--- src/rtl/rom_hdr_pkg.sv ---
package rom_hdr_pkg;

   // Byte positions inside the header; the verdict logic depends on them.
   localparam int unsigned UCRC_POS   = 0;
   localparam int unsigned UID_POS    = 1;
   localparam int unsigned UID_BYTES  = 8;
   localparam int unsigned DCRC_POS   = 9;
   localparam int unsigned DCRC_BYTES = 4;
   localparam int unsigned REV_POS    = 13;
   localparam int unsigned LEN_POS    = 14;
   localparam int unsigned VEND_POS   = 16;
   localparam int unsigned MODEL_POS  = 18;
   localparam int unsigned MREV_POS   = 20;
   localparam int unsigned LREV_POS   = 21;
   localparam int unsigned HDR_BYTES  = 22;
   localparam int unsigned DATA_START = 13;
   localparam int unsigned LEN_BITS   = 10;

   typedef struct packed {
      logic [7:0]          uid_crc;
      logic [63:0]         uid;
      logic [31:0]         data_crc;
      logic [7:0]          rom_rev;
      logic [LEN_BITS-1:0] dlen;
      logic [15:0]         vendor;
      logic [15:0]         model;
      logic [7:0]          model_rev;
      logic [7:0]          layout_rev;
   } hdr_t;

endpackage

--- src/rtl/crc_engine.sv ---
module crc_engine #(
   parameter int         W       = 8,
   parameter logic [W-1:0] POLY  = '0,
   parameter logic [W-1:0] INIT  = '0,
   parameter logic [W-1:0] XOROUT = '0,
   parameter bit         REFLECT = 1'b0
) (
   input  logic         clk,
   input  logic         rst_n,
   input  logic         clr_i,
   input  logic         en_i,
   input  logic [7:0]   din_i,
   output logic [W-1:0] crc_o
);

   if (W < 8) begin : g_bad_width
      $error("crc_engine: W must be at least 8");
   end

   logic [W-1:0] state_q;
   logic [W-1:0] base;
   logic [W-1:0] nxt;

   always_comb base = clr_i ? INIT : state_q;

   if (REFLECT) begin : g_lsb_first
      always_comb begin
         nxt = base ^ W'(din_i);
         for (int b = 0; b < 8; b++) begin
            nxt = nxt[0] ? ((nxt >> 1) ^ POLY) : (nxt >> 1);
         end
      end
   end else begin : g_msb_first
      always_comb begin
         nxt = base ^ (W'(din_i) << (W - 8));
         for (int b = 0; b < 8; b++) begin
            nxt = nxt[W-1] ? ((nxt << 1) ^ POLY) : (nxt << 1);
         end
      end
   end

   always_ff @(posedge clk or negedge rst_n) begin
      if (!rst_n)     state_q <= INIT;
      else if (en_i)  state_q <= nxt;
      else if (clr_i) state_q <= INIT;
   end

   assign crc_o = state_q ^ XOROUT;


   crc_clear_chk: assert property (@(posedge clk) disable iff (!rst_n)
      (clr_i && !en_i) |=> (state_q == INIT));


   crc_idle_chk: assert property (@(posedge clk) disable iff (!rst_n)
      (!clr_i && !en_i) |=> $stable(state_q));

endmodule

--- src/rtl/hdr_capture.sv ---
module hdr_capture
   import rom_hdr_pkg::*;
#(
   parameter int IDX_W = 16
) (
   input  logic             clk,
   input  logic             rst_n,
   input  logic             clr_i,
   input  logic             valid_i,
   input  logic [IDX_W-1:0] idx_i,
   input  logic [7:0]       data_i,
   output hdr_t             hdr_o
);

   hdr_t hdr_q;

   always_ff @(posedge clk or negedge rst_n) begin
      if (!rst_n) begin
         hdr_q <= '0;
      end else begin
         if (clr_i) hdr_q <= '0;
         if (valid_i) begin
            if (idx_i == IDX_W'(UCRC_POS)) hdr_q.uid_crc    <= data_i;
            if (idx_i == IDX_W'(REV_POS))  hdr_q.rom_rev    <= data_i;
            if (idx_i == IDX_W'(MREV_POS)) hdr_q.model_rev  <= data_i;
            if (idx_i == IDX_W'(LREV_POS)) hdr_q.layout_rev <= data_i;
            if (idx_i == IDX_W'(LEN_POS))  hdr_q.dlen[7:0]  <= data_i;
            if (idx_i == IDX_W'(LEN_POS + 1))
               hdr_q.dlen[LEN_BITS-1:8] <= data_i[LEN_BITS-9:0];
            for (int k = 0; k < int'(UID_BYTES); k++) begin
               if (idx_i == IDX_W'(UID_POS + k)) hdr_q.uid[8*k +: 8] <= data_i;
            end
            for (int k = 0; k < int'(DCRC_BYTES); k++) begin
               if (idx_i == IDX_W'(DCRC_POS + k)) hdr_q.data_crc[8*k +: 8] <= data_i;
            end
            for (int k = 0; k < 2; k++) begin
               if (idx_i == IDX_W'(VEND_POS + k))  hdr_q.vendor[8*k +: 8] <= data_i;
               if (idx_i == IDX_W'(MODEL_POS + k)) hdr_q.model[8*k +: 8]  <= data_i;
            end
         end
      end
   end

   assign hdr_o = hdr_q;


   hold_fields_chk: assert property (@(posedge clk) disable iff (!rst_n)
      (!valid_i && !clr_i) |=> $stable(hdr_q));


   clear_fields_chk: assert property (@(posedge clk) disable iff (!rst_n)
      (clr_i && !valid_i) |=> (hdr_q == '0));

endmodule

--- src/rtl/hdr_verdict.sv ---
module hdr_verdict
   import rom_hdr_pkg::*;
#(
   parameter int IDX_W   = 16,
   parameter int REV_MAX = 2
) (
   input  logic                clk,
   input  logic                rst_n,
   input  logic                fin_i,
   input  hdr_t                hdr_i,
   input  logic [7:0]          crc8_i,
   input  logic [31:0]         crc32_i,
   input  logic [IDX_W:0]      count_i,
   output logic                done_o,
   output logic                accept_o,
   output logic                uid_ok_o,
   output logic                data_ok_o,
   output logic                size_ok_o,
   output logic                rev_unk_o,
   output logic [63:0]         uid_o,
   output logic [15:0]         vendor_o,
   output logic [15:0]         model_o,
   output logic [7:0]          model_rev_o,
   output logic [7:0]          layout_rev_o,
   output logic [LEN_BITS-1:0] dlen_o
);

   localparam int CW = IDX_W + 1;

   logic [CW-1:0] want_cnt;
   logic          uid_ok_c, size_ok_c, data_ok_c, rev_c;

   always_comb begin
      want_cnt  = CW'(hdr_i.dlen) + CW'(DATA_START);
      uid_ok_c  = (crc8_i == hdr_i.uid_crc);
      size_ok_c = (count_i == want_cnt) && (count_i >= CW'(HDR_BYTES));
      data_ok_c = (crc32_i == hdr_i.data_crc) && size_ok_c;
      rev_c     = (hdr_i.rom_rev > 8'(REV_MAX));
   end

   always_ff @(posedge clk or negedge rst_n) begin
      if (!rst_n) begin
         done_o       <= 1'b0;
         accept_o     <= 1'b0;
         uid_ok_o     <= 1'b0;
         data_ok_o    <= 1'b0;
         size_ok_o    <= 1'b0;
         rev_unk_o    <= 1'b0;
         uid_o        <= '0;
         vendor_o     <= '0;
         model_o      <= '0;
         model_rev_o  <= '0;
         layout_rev_o <= '0;
         dlen_o       <= '0;
      end else begin
         done_o <= fin_i;
         if (fin_i) begin
            accept_o     <= uid_ok_c && size_ok_c;
            uid_ok_o     <= uid_ok_c;
            data_ok_o    <= data_ok_c;
            size_ok_o    <= size_ok_c;
            rev_unk_o    <= rev_c;
            uid_o        <= hdr_i.uid;
            vendor_o     <= hdr_i.vendor;
            model_o      <= hdr_i.model;
            model_rev_o  <= hdr_i.model_rev;
            layout_rev_o <= hdr_i.layout_rev;
            dlen_o       <= hdr_i.dlen;
         end
      end
   end


   done_pulse_chk: assert property (@(posedge clk) disable iff (!rst_n)
      done_o |=> !done_o);


   verdict_hold_chk: assert property (@(posedge clk) disable iff (!rst_n)
      !done_o |-> ($stable(accept_o) && $stable(uid_ok_o) && $stable(size_ok_o)
                   && $stable(data_ok_o) && $stable(rev_unk_o)));


   crc_needs_size_chk: assert property (@(posedge clk) disable iff (!rst_n)
      data_ok_o |-> size_ok_o);

endmodule

--- src/rtl/rom_hdr_check.sv ---
module rom_hdr_check
   import rom_hdr_pkg::*;
#(
   parameter int IDX_W   = 16,
   parameter int REV_MAX = 2
) (
   input  logic             clk,
   input  logic             rst_n,
   input  logic             start_i,
   input  logic             byte_valid_i,
   input  logic             byte_last_i,
   input  logic [IDX_W-1:0] byte_idx_i,
   input  logic [7:0]       byte_i,
   output logic             done_o,
   output logic             accept_o,
   output logic             uid_ok_o,
   output logic             data_crc_ok_o,
   output logic             size_ok_o,
   output logic             rev_unknown_o,
   output logic [63:0]      uid_o,
   output logic [15:0]      vendor_o,
   output logic [15:0]      model_o,
   output logic [7:0]       model_rev_o,
   output logic [7:0]       layout_rev_o,
   output logic [9:0]       data_len_o
);

   localparam int CW = IDX_W + 1;

   if (IDX_W < 11) begin : g_idx_too_narrow
      $error("rom_hdr_check: IDX_W cannot index a full-length image");
   end
   if (REV_MAX < 0 || REV_MAX > 255) begin : g_rev_range
      $error("rom_hdr_check: REV_MAX must fit in one byte");
   end

   logic          uid_en, data_en;
   logic          fin_q;
   logic [CW-1:0] count_q;
   logic [7:0]    crc8;
   logic [31:0]   crc32;
   hdr_t          hdr;

   assign uid_en  = byte_valid_i && (byte_idx_i >= IDX_W'(UID_POS))
                    && (byte_idx_i < IDX_W'(UID_POS + UID_BYTES));
   assign data_en = byte_valid_i && (byte_idx_i >= IDX_W'(DATA_START));

   always_ff @(posedge clk or negedge rst_n) begin
      if (!rst_n) begin
         fin_q   <= 1'b0;
         count_q <= '0;
      end else begin
         fin_q <= byte_valid_i && byte_last_i;
         if (byte_valid_i && byte_last_i) count_q <= CW'(byte_idx_i) + CW'(1);
      end
   end

   crc_engine #(
      .W(8), .POLY(8'h07), .INIT(8'hFF), .XOROUT(8'h00), .REFLECT(1'b0)
   ) u_uid_crc (
      .clk(clk), .rst_n(rst_n), .clr_i(start_i), .en_i(uid_en),
      .din_i(byte_i), .crc_o(crc8)
   );

   crc_engine #(
      .W(32), .POLY(32'h82F6_3B78), .INIT(32'hFFFF_FFFF),
      .XOROUT(32'hFFFF_FFFF), .REFLECT(1'b1)
   ) u_data_crc (
      .clk(clk), .rst_n(rst_n), .clr_i(start_i), .en_i(data_en),
      .din_i(byte_i), .crc_o(crc32)
   );

   hdr_capture #(.IDX_W(IDX_W)) u_capture (
      .clk(clk), .rst_n(rst_n), .clr_i(start_i), .valid_i(byte_valid_i),
      .idx_i(byte_idx_i), .data_i(byte_i), .hdr_o(hdr)
   );

   hdr_verdict #(.IDX_W(IDX_W), .REV_MAX(REV_MAX)) u_verdict (
      .clk(clk), .rst_n(rst_n), .fin_i(fin_q), .hdr_i(hdr),
      .crc8_i(crc8), .crc32_i(crc32), .count_i(count_q),
      .done_o(done_o), .accept_o(accept_o), .uid_ok_o(uid_ok_o),
      .data_ok_o(data_crc_ok_o), .size_ok_o(size_ok_o),
      .rev_unk_o(rev_unknown_o), .uid_o(uid_o), .vendor_o(vendor_o),
      .model_o(model_o), .model_rev_o(model_rev_o),
      .layout_rev_o(layout_rev_o), .dlen_o(data_len_o)
   );


   done_lag_chk: assert property (@(posedge clk) disable iff (!rst_n)
      done_o |-> $past(byte_valid_i && byte_last_i, 2));

endmodule

--- config.mk ---
export PLATFORM = sky130hd
export DESIGN_NAME = rom_hdr_check
export DESIGN_NICKNAME = d
export VERILOG_FILES = /design/src/rtl/rom_hdr_pkg.sv /design/src/rtl/crc_engine.sv /design/src/rtl/hdr_capture.sv /design/src/rtl/hdr_verdict.sv /design/src/rtl/rom_hdr_check.sv
export SDC_FILE = /design/constraint.sdc
export NUM_CORES = 1
export LEC_CHECK = 0
export ABC_AREA = 1
export BUFFER_PORTS_ARGS = -buffer_cell sky130_fd_sc_hd__buf_2
export CAP_MARGIN = 20
export CELL_PAD_IN_SITES_DETAIL_PLACEMENT = 0
export CELL_PAD_IN_SITES_GLOBAL_PLACEMENT = 2
export CORE_UTILIZATION = 37
export CTS_BUF_LIST = sky130_fd_sc_hd__clkbuf_4 sky130_fd_sc_hd__clkbuf_8
export DETAILED_ROUTE_END_ITERATION = 8
export PLACE_DENSITY_LB_ADDON = 0.08
export SYNTH_ARGS = -nofsm -noshare
export SYNTH_HDL_FRONTEND = slang
export SYNTH_SLANG_ARGS = --single-unit
--- constraint.sdc ---
create_clock -name clk -period 2.22 [get_ports clk]
set_input_delay 0.222 -clock clk [delete_from_list [all_inputs] [get_ports clk]]
set_output_delay 0.222 -clock clk [all_outputs]
set_load 0.005 [all_outputs]
==> results of run 1 <==
per-stage QoR:
step,hold WS [ns],util [%]
floorplan,-0.07359,-
global placement,0.1952,41.67
detailed placement,0.1893,41.67
CTS,0.01650,45.30
global route,0.06402,45.42
finish,0.06814,45.43
where the power goes:
part	internal, mW	total (mW)	switching (mW)
Clock	4.05	6.87	2.82
Sequential	7.01	7.36	0.350
Combinational	1.70	4.48	2.78
Total	12.8	18.7	5.95
state kept, by name (all words and copies together) (netlist names):
name and flops:
count_q 17, fin_q 1, u_capture.hdr_o 170, u_data_crc.state_q 32, u_uid_crc.crc_o 8, u_verdict.accept_o 1
u_verdict.data_ok_o 1, u_verdict.dlen_o 10, u_verdict.done_o 1, u_verdict.layout_rev_o 8, u_verdict.model_o 16, u_verdict.model_rev_o 8
u_verdict.rev_unk_o 1, u_verdict.size_ok_o 1, u_verdict.uid_o 64, u_verdict.uid_ok_o 1, u_verdict.vendor_o 16
cells by family after synthesis:
kind of cell | Yosys count
muxes | 1
adders and majority gates | 6
and+or+nand+nor | 1032
buffers and inverters | 198
AOI/OAI and AO/OA | 249
xor gates and xnor gates | 114
DFF | 356
critical path, delay by kind of cell, from the launching register on:
family / cells / cell delay (ns)
flip-flops: 1 / 0.55
AND/OR/NAND/NOR: 6 / 0.81
XOR/XNOR: 1 / 0.24
AO/OA/AOI/OAI: 1 / 0.29
buffers and inverters: 2 / 0.13
Yosys cell counts (5+ instances only):
| cell type | instances | area, um^2 |
|---|---|---|
| nand2_1 | 627 | 2354 |
| dfrtp_1 | 316 | 7908 |
| nand3_1 | 241 | 1206 |
| o21ai_0 | 222 | 1111 |
| inv_1 | 91 | 341.6 |
| xor2_1 | 82 | 718.2 |
| nor2_1 | 77 | 289.0 |
| clkbuf_1 | 69 | 259.0 |
| dfstp_2 | 40 | 1051 |
| xnor2_1 | 31 | 271.5 |
| buf_1 | 23 | 86.33 |
| or2_2 | 19 | 118.9 |
| nand2_2 | 18 | 112.6 |
| nand4_1 | 14 | 87.58 |
| nor3_1 | 12 | 60.06 |
| a21oi_1 | 8 | 40.04 |
| nand2_4 | 7 | 78.83 |
| buf_6 | 6 | 67.56 |
| ha_1 | 6 | 75.07 |
| nor4_1 | 5 | 31.28 |
what timing repair did:
| item | CTS | global route |
|---|---|---|
| endpoints found under the hold margin | 154 | 0 |
| gates resized for setup | 0 | 13 |
| hold buffers | 15 | 0 |
| endpoints found under the setup margin | 0 | 17 |
cell type report:
| class | count | area, um^2 |
|---|---|---|
| diodes | 1 | 2.502 |
| clock buffers | 106 | 1340 |
| clock inverters | 12 | 112.6 |
| fillers | 4537 | 24080 |
| inverters | 95 | 364.1 |
| multi-input cells | 1402 | 6845 |
| flip-flops and latches | 356 | 8962 |
| well taps | 592 | 740.7 |
| repair buffers | 252 | 1677 |
path summary, 6_finish.rpt:
path | from | endpoint | slack [ns] | cells after the start
worst min-delay path | byte_idx_i[9] | count_q[10] | 0.07 | 5
worst max-delay path | u_data_crc.state_q[0] | u_data_crc.state_q[24] | 0.1 | 10
max in group asynchronous | rst_n | u_data_crc.state_q[21] | 1.25 | 3
min in group asynchronous | rst_n | u_verdict.done_o | 0.16 | 2
worst min register to register | u_capture.hdr_o[137] | u_verdict.uid_o[39] | 0.45 | 2
worst max register to register | u_data_crc.state_q[0] | u_data_crc.state_q[24] | 0.1 | 10
routing by layer:
metal / global-route usage (%) / up-vias / share of wire, %
met4: 7.365 / 0 / 2.3
met2: 35.70 / 283 / 47
met5: 0 / - / 0
met3: 3.500 / 70 / 4.4
li1: - / 6776 / -
met1: 31.43 / 6659 / 47
==> flow_metrics.tcl, run 1 <==
set metrics [dict create \
    status "finished clean" \
    design.die.area_um2 45590 \
    place_congestion 0.8123 \
    grt_pass1_wl_mm 78.68 \
    worstSetupPathType "reg -> reg" \
    synth_area_per_cell_um2 8.463 \
    start_kind "flip-flop" \
    grt.total_usage_pct 22.51 \
    ys_async_sr_fraction_pct 100.0 \
    hpwlAfterDp_mm 32.90 \
    layout_common_cells "624 x nand2_1, 315 x dfrtp_1, 241 x nand3_1" \
    cts_root_buf "clkbuf_8" \
    period_needed_ns 2.125 \
    antenna_found_initial 2 \
    num-nets-final 2208 \
    slew_violations 0 \
    first_pass_iters 6 \
    post_cts_buffers 0 \
    worst_clock_skew_ns 0.03413 \
    fmax_mhz 470.6 \
    rsz0062_at_grt "true" \
    finalCritPeriodShare_pct 95.71 \
    drc 0 \
    wl_per_cell_um 17.80 \
    drt_iter0_drc 837 \
    synth.distinct_cells 43 \
    synth_compound_area_share_pct 7.748 \
    final-setup-viol-count 0 \
    synth_xor_area_share_pct 6.077 \
    clkTransAtPathRegs_ns 0.06 \
    yosysWarningCount 0 \
    maxCapViolCount 0 \
    finalNonFillerCells 2816 \
    die_w_um 213.5 \
    coreArea_um2 44120 \
    final_area_um2 20040 \
    endpoint_kind "flip-flop" \
    drt_wl_total_mm 50.13 \
    worstMarginPinSlew_ns 0.9700 \
    cts.sinks 356 \
    first_global_vias 13590 \
    syn_inst 1956 \
    ios 157 \
    synth_ff_type "dfrtp_1" \
    vias 13790 \
    die_y_um 213.5 \
    synth_fa_ha_area_share_pct 0.4535 \
    critical_path_arrival_ns 2.65 \
    power_density_nw_per_um2 933.3 \
    synth_edf_count 0 \
    grt_max_degree 171 \
    ctsLongestPathBuffers 3 \
    hold_class "in -> reg" \
    drive_above_1_share_pct 20.51 \
    power.leakage_nw 10.44 \
    initial_utilization_pct 37.51 \
    dp.cells 2682 \
    ir_worst_vdd_mv 0.4293 \
    final_common_cell "nand2_1" \
    worst_slack_ns 0.09514 \
    portBuffers 156 \
    synth_top_family_by_area "simple AND/OR/NAND/NOR gates" \
    finalSetupTns_ns 0 \
    synthSimpleGateAreaFrac_pct 26.71 \
    htree_levels 3 \
    required_ns 2.75 \
    detail-route-antenna-nets 0 \
    grt-ovfl-total 0 \
    dpl_cell_area_um2 18390 \
    worst_skew_pair.late_latency_ns 0.62 \
    pre_cts_ws_ns 0.03800 \
    cts_made_buffers 66 \
    path_cells "inv_1 > nand2_2 > nand2_1 > nand2_2 > xor2_1 > nand3_1 > nand2_4 > nand2_1 > o211ai_1 > inv_1" \
    synth_area_um2 16550 \
    area_delta_synth_final_pct 21.09 \
    hold_violations 0 \
    synthMuxAreaShare_pct 0.06047 \
    via_per_inst 4.896 \
    crit_slowest_cell "dfstp_2" \
    cpPeakStageDelay_ns 0.55 \
    synth_nets 1991 \
    yosysSeqAreaShare_pct 54.12 \
    rows 77 \
    power.total_mw 18.71 \
    critPathMaxFanout 8 \
    ys_seq_elements 356 \
    tritoncts "built" \
    relSlewSlack_pct 35.33 \
]
No activity file was read; power rests on OpenSTA's default activity.
==> run 2: changes to the inputs <==
--- a/config.mk
+++ b/config.mk
@@ -14,6 +14,7 @@
 export CTS_BUF_LIST = sky130_fd_sc_hd__clkbuf_4 sky130_fd_sc_hd__clkbuf_8
 export DETAILED_ROUTE_END_ITERATION = 8
 export PLACE_DENSITY_LB_ADDON = 0.08
+export REMOVE_ABC_BUFFERS = 1
 export SYNTH_ARGS = -nofsm -noshare
 export SYNTH_HDL_FRONTEND = slang
 export SYNTH_SLANG_ARGS = --single-unit
==> flow_metrics.tcl, run 2 (synthesis results as in run 1) <==
set metrics [dict create \
    status "finished clean" \
    drive_above_1_share_pct 19.78 \
    worstRegToRegCells 17 \
    cts.sinks 356 \
    largest_reg_flops 170 \
    clkPwrFrac_pct 35.5 \
    filler_cell_count 4584 \
    wl_per_cell_um 17.89 \
    grt_pass1_wl_mm 77.99 \
    diodes 0 \
    finalCritPeriodShare_pct 95.04 \
    cts_made_buffers 66 \
    final_area_um2 19880 \
    die_w_um 213.5 \
    fmax_mhz 474.0 \
    area_delta_synth_final_pct 20.09 \
    r2r_end "u_data_crc.state_q[4]" \
    final_common_cell "nand2_1" \
    slew_violations 0 \
    p_int_mw 12.32 \
    htree_levels 3 \
    required_ns 2.71 \
    via_per_inst 4.895 \
    hpwlAfterDp_mm 32.27 \
    dpl_cell_area_um2 18220 \
    whs_ns 0.07144 \
    grt.total_usage_pct 22.49 \
    period_needed_ns 2.110 \
    worst_slack_ns 0.1102 \
    worstSetupPathType "in -> reg" \
    critical_path_arrival_ns 2.60 \
    layout_common_cells "625 x nand2_1, 315 x dfrtp_1, 240 x nand3_1" \
    worst_clock_skew_ns 0.03365 \
    worst_skew_pair.late_latency_ns 0.62 \
    reg2reg_slack_ns 0.17 \
    portBuffers 156 \
    maxCapViolCount 0 \
    hold_violations 0 \
    endpoint_kind "flip-flop" \
    num-nets-final 2193 \
    drc 0 \
    die_y_um 213.5 \
    hold_class "in -> async" \
    r2r_start "u_data_crc.state_q[2]" \
    pre_cts_ws_ns 0.01156 \
    switchingPower_mw 5.962 \
    place_congestion 0.8437 \
    start_kind "primary input" \
    ctsLongestPathBuffers 3 \
    final-setup-viol-count 0 \
    detail-route-antenna-nets 0 \
    pwr-share-seq_pct 40.1 \
    first_pass_iters 5 \
    drt_wl_total_mm 50.02 \
    rows 77 \
    tritoncts "built" \
    power_density_nw_per_um2 919.5 \
    clkTransAtPathRegs_ns 0.06 \
    cts_root_buf "clkbuf_8" \
    drt_iter0_drc 810 \
    critPathMaxFanout 6 \
    design.die.area_um2 45590 \
    first_global_vias 13330 \
    vias 13690 \
    worstMarginPinSlew_ns 1.051 \
    finish.utilization_pct 45.05 \
    p_comb_share_pct 24.4 \
    coreArea_um2 44120 \
    grt-ovfl-total 0 \
    antenna_found_initial 1 \
    power.total_mw 18.28 \
    initial_utilization_pct 37.51 \
    p_sw_share_pct 32.61 \
    grt_max_degree 120 \
    power.leakage_nw 10.33 \
    ir_worst_vdd_mv 0.5790 \
    relSlewSlack_pct 29.92 \
    ios 157 \
]
run 2: worst max-delay path by stage:
stage / from / endpoint / depth (start not counted)
after floorplan: fin_q / u_verdict.rev_unk_o / 3
after global placement: u_capture.hdr_o[48] / u_verdict.data_ok_o / 11
after detailed placement: u_capture.hdr_o[48] / u_verdict.data_ok_o / 11
after CTS: u_capture.hdr_o[48] / u_verdict.data_ok_o / 11
after global routing: u_data_crc.state_q[2] / u_data_crc.state_q[4] / 17
final: byte_idx_i[4] / count_q[14] / 12
run 2: final cells by class:
cell class / instances / area, um^2 / share of cell area (%)
clock buffer: 105 / 1295 / 6.514
clock inverter: 9 / 62.56 / 0.3147
inverter: 95 / 364.1 / 1.832
multi-input combinational: 1403 / 6889 / 34.66
sequential: 356 / 8962 / 45.08
tap: 592 / 740.7 / 3.726
timing repair buffer: 236 / 1565 / 7.874
run 2: critical path: stages:
cell,delay [ns]
dlygate4sd3_1,0.52
buf_2,0.18
nand2_1,0.09
nor2_1,0.14
nand2_1,0.10
nor3_2,0.20
nand4_1,0.17
nor2_2,0.17
nand3_1,0.11
nand2_1,0.07
o22ai_1,0.05
dlygate4sd3_1,0.56
run 2: power by group through the flow:
| stage | clock network (mW) | logic (mW) | registers, mW |
|---|---|---|---|
| 2_1_floorplan | 0 | 2.88 | 7.30 |
| 3_3_place_gp | 0 | 4.30 | 7.44 |
| 3_5_place_dp | 0 | 4.27 | 7.44 |
| 4_1_cts | 6.72 | 4.32 | 7.33 |
| 5_1_grt | 7.01 | 5.04 | 7.37 |
| 6_report | 6.49 | 4.46 | 7.33 |
run 2: repair_timing:
item,4_1_cts,5_1_grt
hold endpoints to repair,330,0
endpoints found under the setup margin,0,12
resized for setup,0,17
buffers inserted,0,3
hold buffers,18,0
run 2: metal layers:
metal | vias up | track usage, % | part of all wire (%)
li1 | 6740 | - | -
met1 | 6595 | 32.30 | 49
met2 | 291 | 34.83 | 45
met3 | 61 | 3.852 | 4.1
met4 | 0 | 6.281 | 2.0
met5 | - | 0 | 0
run 2: through the flow:
stage	instances	TNS, ns
detailed placement	2660	0
global route	2796	-0.01292
CTS	2792	0
global placement	2660	0
floorplan	1853	-231.28
finish	2796	0
